[config.mk]
export PLATFORM = sky130hd
export DESIGN_NAME = hashed_pt_walker
export DESIGN_NICKNAME = d
export VERILOG_FILES = /design/src/rtl/hpw_pkg.sv /design/src/rtl/hpw_segfile.sv /design/src/rtl/hpw_segdecode.sv /design/src/rtl/hpw_pte_eval.sv /design/src/rtl/hashed_pt_walker.sv
export SDC_FILE = /design/constraint.sdc
export NUM_CORES = 1
export LEC_CHECK = 0
export ABC_CLOCK_PERIOD_IN_PS = 9720
export BUFFER_PORTS_ARGS = -buffer_cell sky130_fd_sc_hd__buf_2
export CORE_MARGIN = 1
export CORE_UTILIZATION = 63
export DETAILED_ROUTE_END_ITERATION = 8
export PLACE_DENSITY = 0.85
export SLEW_MARGIN = 40
export SYNTH_ARGS = -nofsm -noshare
export SYNTH_HDL_FRONTEND = slang
export SYNTH_SLANG_ARGS = --single-unit
export TNS_END_PERCENT = 20
[constraint.sdc]
create_clock -name clk -period 9.72 [get_ports clk]
set_clock_uncertainty 0.05 [all_clocks]
set_input_delay 0 -clock clk [delete_from_list [all_inputs] [get_ports clk]]
set_output_delay 0 -clock clk [all_outputs]
set_load 0.005 [all_outputs]
[src/rtl/hpw_pkg.sv]
package hpw_pkg;

  // Result codes reported on the status port
  typedef enum logic [2:0] {
    ST_HIT    = 3'd0,
    ST_MISS   = 3'd1,
    ST_PROT   = 3'd2,
    ST_NOEXEC = 3'd3,
    ST_DIRECT = 3'd4,
    ST_INCONS = 3'd5
  } walk_status_e;

  // Segment register fields
  localparam int SR_T    = 31;
  localparam int SR_KS   = 30;
  localparam int SR_KP   = 29;
  localparam int SR_NX   = 28;
  localparam int VSID_W  = 24;
  localparam int API_W   = 6;
  localparam int PIDX_W  = 16;

  // Page-table entry fields
  localparam int PTE_V = 31;
  localparam int PTE_H = 6;
  localparam int PTE_R = 8;
  localparam int PTE_C = 7;
  localparam logic [31:0] CONSIST_MASK = 32'hFFFF_F07B;

  // Rights granted by pp under a key, returned as {read, write}
  function automatic logic [1:0] pp_rights(input logic key, input logic [1:0] pp);
    if (!key) return (pp == 2'b11) ? 2'b10 : 2'b11;
    case (pp)
      2'b00:   return 2'b00;
      2'b10:   return 2'b11;
      default: return 2'b10;
    endcase
  endfunction

endpackage

[src/rtl/hpw_segfile.sv]
module hpw_segfile #(
  parameter int NSEG  = 16,
  parameter int SEG_W = 4
) (
  input  logic             clk,
  input  logic             we,
  input  logic [SEG_W-1:0] wsel,
  input  logic [31:0]      wdata,
  input  logic [SEG_W-1:0] rsel,
  output logic [31:0]      rdata
);
  // Small register file, no reset, so it maps onto distributed RAM
  logic [31:0] regs [NSEG];

  always_ff @(posedge clk) begin
    if (we) regs[wsel] <= wdata;
  end

  assign rdata = regs[rsel];
endmodule

[src/rtl/hpw_segdecode.sv]
module hpw_segdecode
  import hpw_pkg::*;
#(
  parameter int HASH_W = 19
) (
  input  logic [VSID_W-1:0]       vsid,
  input  logic                    ks,
  input  logic                    kp,
  input  logic [PIDX_W-1:0]       pidx,
  input  logic                    user,
  output logic                    key,
  output logic [VSID_W+API_W-1:0] tag,
  output logic [HASH_W-1:0]       hash
);
  assign key  = (kp & user) | (ks & ~user);
  assign tag  = {vsid, pidx[PIDX_W-1 -: API_W]};
  assign hash = vsid[HASH_W-1:0] ^ HASH_W'(pidx);
endmodule

[src/rtl/hpw_pte_eval.sv]
module hpw_pte_eval
  import hpw_pkg::*;
(
  input  logic [31:0] pte1,
  input  logic        key,
  input  logic        nx,
  input  logic        store,
  input  logic        fetch,
  output logic        ok,
  output logic        pr,
  output logic        pw,
  output logic        px,
  output logic [31:0] new_pte1,
  output logic        need_wb
);
  logic [1:0] rights;

  always_comb begin
    rights = pp_rights(key, pte1[1:0]);
    if (fetch)      ok = ~nx;
    else if (store) ok = rights[0];
    else            ok = rights[1];
    new_pte1        = pte1;
    new_pte1[PTE_R] = 1'b1;
    if (store && ok) new_pte1[PTE_C] = 1'b1;
    need_wb = (new_pte1 != pte1);
    pr = rights[1];
    pw = rights[0] & new_pte1[PTE_C];
    px = ~nx;
  end
endmodule

[src/rtl/hashed_pt_walker.sv]
module hashed_pt_walker
  import hpw_pkg::*;
#(
  parameter int NSEG          = 16,
  parameter int GROUP_ENTRIES = 8,
  parameter int HASH_W        = 19
) (
  input  logic                     clk,
  input  logic                     rst,
  input  logic                     sr_we,
  input  logic [$clog2(NSEG)-1:0]  sr_sel,
  input  logic [31:0]              sr_wdata,
  input  logic [31:0]              tbl_base,
  input  logic [31:0]              tbl_mask,
  input  logic                     req_valid,
  output logic                     req_ready,
  input  logic [31:0]              req_ea,
  input  logic                     req_store,
  input  logic                     req_fetch,
  input  logic                     req_user,
  output logic                     rd_valid,
  output logic [31:0]              rd_addr,
  input  logic                     rd_ready,
  input  logic [31:0]              rd_data,
  output logic                     wr_valid,
  output logic [31:0]              wr_addr,
  output logic [31:0]              wr_data,
  input  logic                     wr_ready,
  output logic                     done,
  output logic [2:0]               status,
  output logic [31:0]              real_addr,
  output logic                     perm_r,
  output logic                     perm_w,
  output logic                     perm_x
);
  localparam int SEG_W     = $clog2(NSEG);
  localparam int IDX_W     = $clog2(GROUP_ENTRIES);
  localparam int ENT_SHIFT = 3;
  localparam int GRP_SHIFT = IDX_W + ENT_SHIFT;
  localparam int TAG_W     = VSID_W + API_W;
  localparam logic [IDX_W-1:0] LAST_IDX = IDX_W'(GROUP_ENTRIES - 1);

  typedef enum logic [2:0] {S_IDLE, S_SEG, S_RD0, S_RD1, S_EVAL, S_WB} fsm_e;

  fsm_e            state;
  walk_status_e    status_q;
  logic [31:0]     ea_q, pte1_q, prev_pte1_q;
  logic            store_q, fetch_q, user_q, key_q, nx_q, pass_q, have_prev_q;
  logic [TAG_W-1:0]  tag_q;
  logic [HASH_W-1:0] hash_q;
  logic [IDX_W-1:0]  idx_q;

  // Segment lookup
  logic [31:0]       sr_rd;
  logic              seg_key;
  logic [TAG_W-1:0]  seg_tag;
  logic [HASH_W-1:0] seg_hash;
  logic              unused_sr_bits;

  hpw_segfile #(.NSEG(NSEG), .SEG_W(SEG_W)) u_segfile (
    .clk(clk), .we(sr_we), .wsel(sr_sel), .wdata(sr_wdata),
    .rsel(ea_q[31 -: SEG_W]), .rdata(sr_rd)
  );

  assign unused_sr_bits = ^sr_rd[27:VSID_W];

  hpw_segdecode #(.HASH_W(HASH_W)) u_segdecode (
    .vsid(sr_rd[VSID_W-1:0]), .ks(sr_rd[SR_KS]), .kp(sr_rd[SR_KP]),
    .pidx(ea_q[27:12]), .user(user_q),
    .key(seg_key), .tag(seg_tag), .hash(seg_hash)
  );

  // Entry evaluation
  logic        ev_ok, ev_pr, ev_pw, ev_px, ev_need_wb;
  logic [31:0] ev_new_pte1;

  hpw_pte_eval u_eval (
    .pte1(pte1_q), .key(key_q), .nx(nx_q), .store(store_q), .fetch(fetch_q),
    .ok(ev_ok), .pr(ev_pr), .pw(ev_pw), .px(ev_px),
    .new_pte1(ev_new_pte1), .need_wb(ev_need_wb)
  );

  // Address generation
  logic [HASH_W-1:0] hash_cur;
  logic [31:0]       grp_off, ent_addr;
  logic              pte0_match, incons, post_go;

  assign hash_cur = pass_q ? ~hash_q : hash_q;
  assign grp_off  = (32'(hash_cur) << GRP_SHIFT) & tbl_mask;
  assign ent_addr = tbl_base + grp_off + (32'(idx_q) << ENT_SHIFT);

  assign req_ready = (state == S_IDLE);
  assign rd_valid  = (state == S_RD0) || (state == S_RD1);
  assign rd_addr   = ent_addr + ((state == S_RD1) ? 32'd4 : 32'd0);
  assign wr_valid  = (state == S_WB);
  assign wr_addr   = ent_addr + 32'd4;
  assign wr_data   = ev_new_pte1;
  assign status    = status_q;

  assign pte0_match = rd_data[PTE_V] && (rd_data[PTE_H] == pass_q) &&
                      ({rd_data[30:7], rd_data[5:0]} == tag_q);
  assign incons  = have_prev_q && (((pte1_q ^ prev_pte1_q) & CONSIST_MASK) != 32'd0);
  assign post_go = ((state == S_EVAL) && !incons && !ev_need_wb) ||
                   ((state == S_WB) && wr_ready);

  always_ff @(posedge clk) begin
    if (rst) begin
      state       <= S_IDLE;
      status_q    <= ST_HIT;
      done        <= 1'b0;
      real_addr   <= '0;
      perm_r      <= 1'b0;
      perm_w      <= 1'b0;
      perm_x      <= 1'b0;
      ea_q        <= '0;
      store_q     <= 1'b0;
      fetch_q     <= 1'b0;
      user_q      <= 1'b0;
      key_q       <= 1'b0;
      nx_q        <= 1'b0;
      tag_q       <= '0;
      hash_q      <= '0;
      pass_q      <= 1'b0;
      idx_q       <= '0;
      have_prev_q <= 1'b0;
      pte1_q      <= '0;
      prev_pte1_q <= '0;
    end else begin
      done <= 1'b0;
      case (state)
        S_IDLE: if (req_valid) begin
          ea_q    <= req_ea;
          store_q <= req_store;
          fetch_q <= req_fetch;
          user_q  <= req_user;
          state   <= S_SEG;
        end
        S_SEG: begin
          key_q       <= seg_key;
          nx_q        <= sr_rd[SR_NX];
          tag_q       <= seg_tag;
          hash_q      <= seg_hash;
          pass_q      <= 1'b0;
          idx_q       <= '0;
          have_prev_q <= 1'b0;
          if (sr_rd[SR_T]) begin
            status_q <= ST_DIRECT; done <= 1'b1; state <= S_IDLE;
            {perm_r, perm_w, perm_x} <= 3'b000;
          end else if (fetch_q && sr_rd[SR_NX]) begin
            status_q <= ST_NOEXEC; done <= 1'b1; state <= S_IDLE;
            {perm_r, perm_w, perm_x} <= 3'b000;
          end else begin
            state <= S_RD0;
          end
        end
        S_RD0: if (rd_ready) begin
          if (pte0_match) begin
            state <= S_RD1;
          end else if (idx_q != LAST_IDX) begin
            idx_q <= idx_q + 1'b1;
          end else if (!pass_q) begin
            pass_q <= 1'b1;
            idx_q  <= '0;
          end else begin
            status_q <= have_prev_q ? ST_PROT : ST_MISS;
            done     <= 1'b1;
            state    <= S_IDLE;
            {perm_r, perm_w, perm_x} <= 3'b000;
          end
        end
        S_RD1: if (rd_ready) begin
          pte1_q <= rd_data;
          state  <= S_EVAL;
        end
        S_EVAL: begin
          if (incons) begin
            status_q <= ST_INCONS; done <= 1'b1; state <= S_IDLE;
            {perm_r, perm_w, perm_x} <= 3'b000;
          end else if (ev_need_wb) begin
            state <= S_WB;
          end
        end
        S_WB: ;
        default: state <= S_IDLE;
      endcase

      // Shared exit once an entry has been evaluated and written back
      if (post_go) begin
        if (ev_ok) begin
          status_q  <= ST_HIT;
          done      <= 1'b1;
          state     <= S_IDLE;
          real_addr <= {pte1_q[31:12], ea_q[11:0]};
          perm_r    <= ev_pr;
          perm_w    <= ev_pw;
          perm_x    <= ev_px;
        end else if (!pass_q) begin
          pass_q      <= 1'b1;
          idx_q       <= '0;
          have_prev_q <= 1'b1;
          prev_pte1_q <= pte1_q;
          state       <= S_RD0;
        end else begin
          status_q <= ST_PROT; done <= 1'b1; state <= S_IDLE;
          {perm_r, perm_w, perm_x} <= 3'b000;
        end
      end
    end
  end

  // Checker state: reads per walk and the address of the last read
  logic [7:0]  rd_cnt_chk;
  logic [31:0] last_rd_addr_chk;

  always_ff @(posedge clk) begin
    if (rst) begin
      rd_cnt_chk       <= '0;
      last_rd_addr_chk <= '0;
    end else begin
      if (state == S_IDLE && req_valid) rd_cnt_chk <= '0;
      else if (rd_valid && rd_ready)    rd_cnt_chk <= rd_cnt_chk + 8'd1;
      if (rd_valid && rd_ready) last_rd_addr_chk <= rd_addr;
    end
  end

  assert_rd_hold_R4: assert property (@(posedge clk) disable iff (rst)
    (rd_valid && !rd_ready) |=> (rd_valid && $stable(rd_addr)));

  assert_wb_target_R9: assert property (@(posedge clk) disable iff (rst)
    wr_valid |-> ((wr_addr == last_rd_addr_chk) && wr_data[PTE_R]));

  assert_noexec_noread_R2: assert property (@(posedge clk) disable iff (rst)
    (done && status == ST_NOEXEC) |-> (rd_cnt_chk == 8'd0 && fetch_q));

  assert_direct_noread_R3: assert property (@(posedge clk) disable iff (rst)
    (done && status == ST_DIRECT) |-> (rd_cnt_chk == 8'd0));

  assert_miss_reads_R6: assert property (@(posedge clk) disable iff (rst)
    (done && status == ST_MISS) |-> (rd_cnt_chk == 8'(2 * GROUP_ENTRIES)));

  assert_store_write_R10: assert property (@(posedge clk) disable iff (rst)
    (done && status == ST_HIT && store_q) |-> perm_w);

  assert_done_pulse_R12: assert property (@(posedge clk) disable iff (rst)
    done |=> !done);
endmodule

==> results.json <==
{
  "worst_pin_slew_ns": 0.823,
  "cts_buffers": 57,
  "irDropWorstVdd_v": 0.000158,
  "cts_hold_buf": 145,
  "die-area_um2": 45200,
  "clockBufferDepth": 3,
  "synth_top_cell_by_area": "edfxtp_1",
  "wl_um": 79700,
  "die_x_um": 213,
  "first_pass_iters": 8,
  "syn-instance-count": 2039,
  "cts.sinks": 640,
  "tns_ns": 0,
  "rsz0062_at_grt": "false",
  "ys_top_cells_by_area": "edfxtp_1 48%, dfxtp_1 14%, mux4_2 11%",
  "max-cap-violations": 0,
  "grt_max_degree": 98,
  "post-route-util_pct": 75.8,
  "area_growth_pct": 17.8,
  "grt_first_pass_wirelength_um": 116000,
  "final_min_period_over_clock_period_pct": 52.7,
  "p_clk_share_pct": 31.8,
  "post_cts_buffers": 0,
  "cts-htree-levels": 2,
  "fillCellCount": 2504,
  "leakagePower_nw": 11.8,
  "cts_tree": "built",
  "start_util_pct": 64.3,
  "path_clk_slew_ns": 0.06,
  "grt_pass1_vias": 19300,
  "regArea_um2": 17300,
  "gp_congestion": 0.927,
  "final_max_slew_viol_count": 0,
  "path_common_cell": "a211oi_1",
  "multi_input_area_um2": 9890,
  "grt.total_usage_pct": 35.4,
  "setup_viol": 0,
  "synth-edff-count": 448,
  "switching_power_mw": 2.05,
  "arrival_ns": 5.07,
  "syn_area_um2": 27900,
  "crit_type": "register to output port",
  "seq_power_share_pct": 45.3,
  "crit_required_ns": 9.67,
  "cp_max_fo": 21,
  "total_power_mw": 7.07,
  "swShare_pct": 29.0,
  "io_buffers": 286,
  "coreArea_um2": 43500,
  "ant_nets": 0,
  "finish.net_count": 2613,
  "ys_async_sr_fraction_pct": 0,
  "synth.distinct_cells": 97,
  "ctsResizeCount": 0,
  "max_stage_delay_ns": 0.50,
  "critPathCaptureType": "output port",
  "timing.fmax_mhz": 195,
  "max_slew_margin_pct": 45.2,
  "post_drt_wl_per_cell_um": 26.2,
  "outcome": "finished, final reports clean",
  "hp-class": "input port to register",
  "synthFlopType": "edfxtp_1",
  "root_buffer": "clkbuf_16",
  "period_needed_ns": 5.12,
  "io_pins": 311,
  "synth_nets": 2240,
  "internal-power_mw": 5.01,
  "rows": 76,
  "dr_total_vias": 19300,
  "die_h_um": 213,
  "ys_warn_count": 0,
  "hold_viol_final": 0,
  "startpoint_type": "register",
  "drt-initial-drc-count": 2294,
  "synth.top_cell.area_share_pct": 48.1,
  "crit_slowest_cell": "or3_2",
  "pwr-share-comb_pct": 23.0,
  "path_cells": "buf_4, xor2_1, and2_1, ha_1, a21oi_2, o22ai_1, nor4_1, a211oi_1, a211oi_1, or2b_2, or3_2, nor4_2, xnor2_1, buf_2",
  "vias_per_cell": 6.35,
  "place_hpwl_um": 45500,
  "antenna_found_initial": 5,
  "synth_most_common_cell": "edfxtp_1",
  "drive_above_1_share_pct": 24.4,
  "drcViolationCount": 0,
  "seq_area_frac_synth_pct": 61.9,
  "synth_commonest_cells": "448 x edfxtp_1, 316 x nand2_1, 192 x dfxtp_1",
  "ys_seq_elements": 640,
  "clk_latency_ns": 0.61,
  "grt.overflow.total": 0,
  "avgSynthCellArea_um2": 13.7,
  "p_per_area_nw_per_um2": 215
}
-- state kept, by name, summed over array words and instances (netlist names), 3 cells and up, named ones only --
| signal | flops |
|---|---|
| status | 3 |
| ea_q | 32 |
| state | 3 |
| real_addr | 32 |
| idx_q | 3 |
| prev_pte1_q | 26 |
| hash_q | 16 |
| pte1_q | 32 |
| tag_q | 30 |
| u_segfile.regs | 448 |
-- power by group through the flow --
stage	logic, mW	clock network (mW)	registers (mW)
finish	1.62	2.24	3.20
global route	1.73	2.35	3.21
CTS	1.56	2.23	3.20
detailed placement	1.48	0	3.26
global placement	1.43	0	3.24
floorplan	1.09	0	3.19
-- metrics by stage --
stage	instances	setup WS [ns]	instance area [um2]	hold WS (ns)
6_report	3046	4.60	32900	0.0740
5_1_grt	3043	4.35	32900	0.105
4_1_cts	3041	4.58	32900	0.0469
3_5_place_dp	2792	5.26	29600	-0.0499
3_3_place_gp	2792	5.34	29600	-0.0499
2_1_floorplan	2039	5.83	27900	-0.0235
-- layout make-up --
| type | instances | area share (%) |
|---|---|---|
| Inverter | 14 | 0.160 |
| Clock buffer | 81 | 4.76 |
| Tap cell | 585 | 2.22 |
| Sequential cell | 640 | 52.6 |
| Antenna cell | 4 | 0.0304 |
| Clock inverter | 23 | 0.745 |
| Multi-Input combinational cell | 1239 | 30.0 |
| Timing Repair Buffer | 460 | 9.50 |
-- path summary, 6_finish.rpt --
kind / startpoint / end / slack [ns] / cells past startpoint
worst max-delay path: pass_q / rd_addr[29] / 4.60 / 14
worst max register to register: register / perm_x / 6.04 / 8
worst min-delay path: sr_we / u_segfile.regs[9][11] / 0.07 / 3
worst min register to register: pte1_q[8] / pte1_q[8] / 0.41 / 2
-- routing by layer --
layer	GRT usage [%]	wire (um)	vias up
met2	60.8	40100	1223
met4	18.8	4460	8
met3	6.90	6760	310
li1	-	-	8264
met1	42.5	28300	9531
met5	0	39	-
-- worst max-delay path, delay by kind of cell (launching register included) --
family / cells / cell delay (ns)
buffers and inverters: 2 / 0.51
flip-flops: 1 / 0.47
XOR/XNOR: 2 / 0.29
AO/OA/AOI/OAI: 4 / 1.07
adder cells (fa/ha/maj): 1 / 0.44
AND/OR/NAND/NOR: 5 / 1.69
-- placed cells by master (no fill, tap or decap), drive strengths merged, types with 5 or more instances in the layout --
| cell type | instances |
|---|---|
| clkbuf | 81 |
| nor2b | 9 |
| xnor2 | 114 |
| and2 | 30 |
| nand3 | 23 |
| nor3 | 29 |
| clkinv | 17 |
| nor2 | 94 |
| mux4 | 140 |
| and3 | 9 |
| inv | 15 |
| nor4 | 10 |
| nand4 | 29 |
| nand2b | 12 |
| dlygate4sd3 | 145 |
| buf | 315 |
| mux2i | 32 |
| dfxtp | 192 |
| or2 | 6 |
| a21o | 12 |
| nand2 | 317 |
| a211oi | 27 |
| ha | 27 |
| o21ai | 20 |
| o211ai | 9 |
| bufinv | 5 |
| edfxtp | 448 |
| a21oi | 164 |
| xor2 | 54 |
-- logic make-up (layout without fill, tap and decap cells) --
kind of cell | after synthesis | in the layout | synth area share, %
xor+xnor | 168 | 168 | 5.27
compound gates | 278 | 278 | 6.33
simple gates | 592 | 592 | 9.79
buf+inv | 160 | 578 | 2.99
mux | 172 | 172 | 12.4
fa+ha+maj | 28 | 28 | 1.28
other cells | 1 | 5 | 0.0134
flops | 640 | 640 | 61.9
Note: power is estimated with default switching activity, not from simulation.
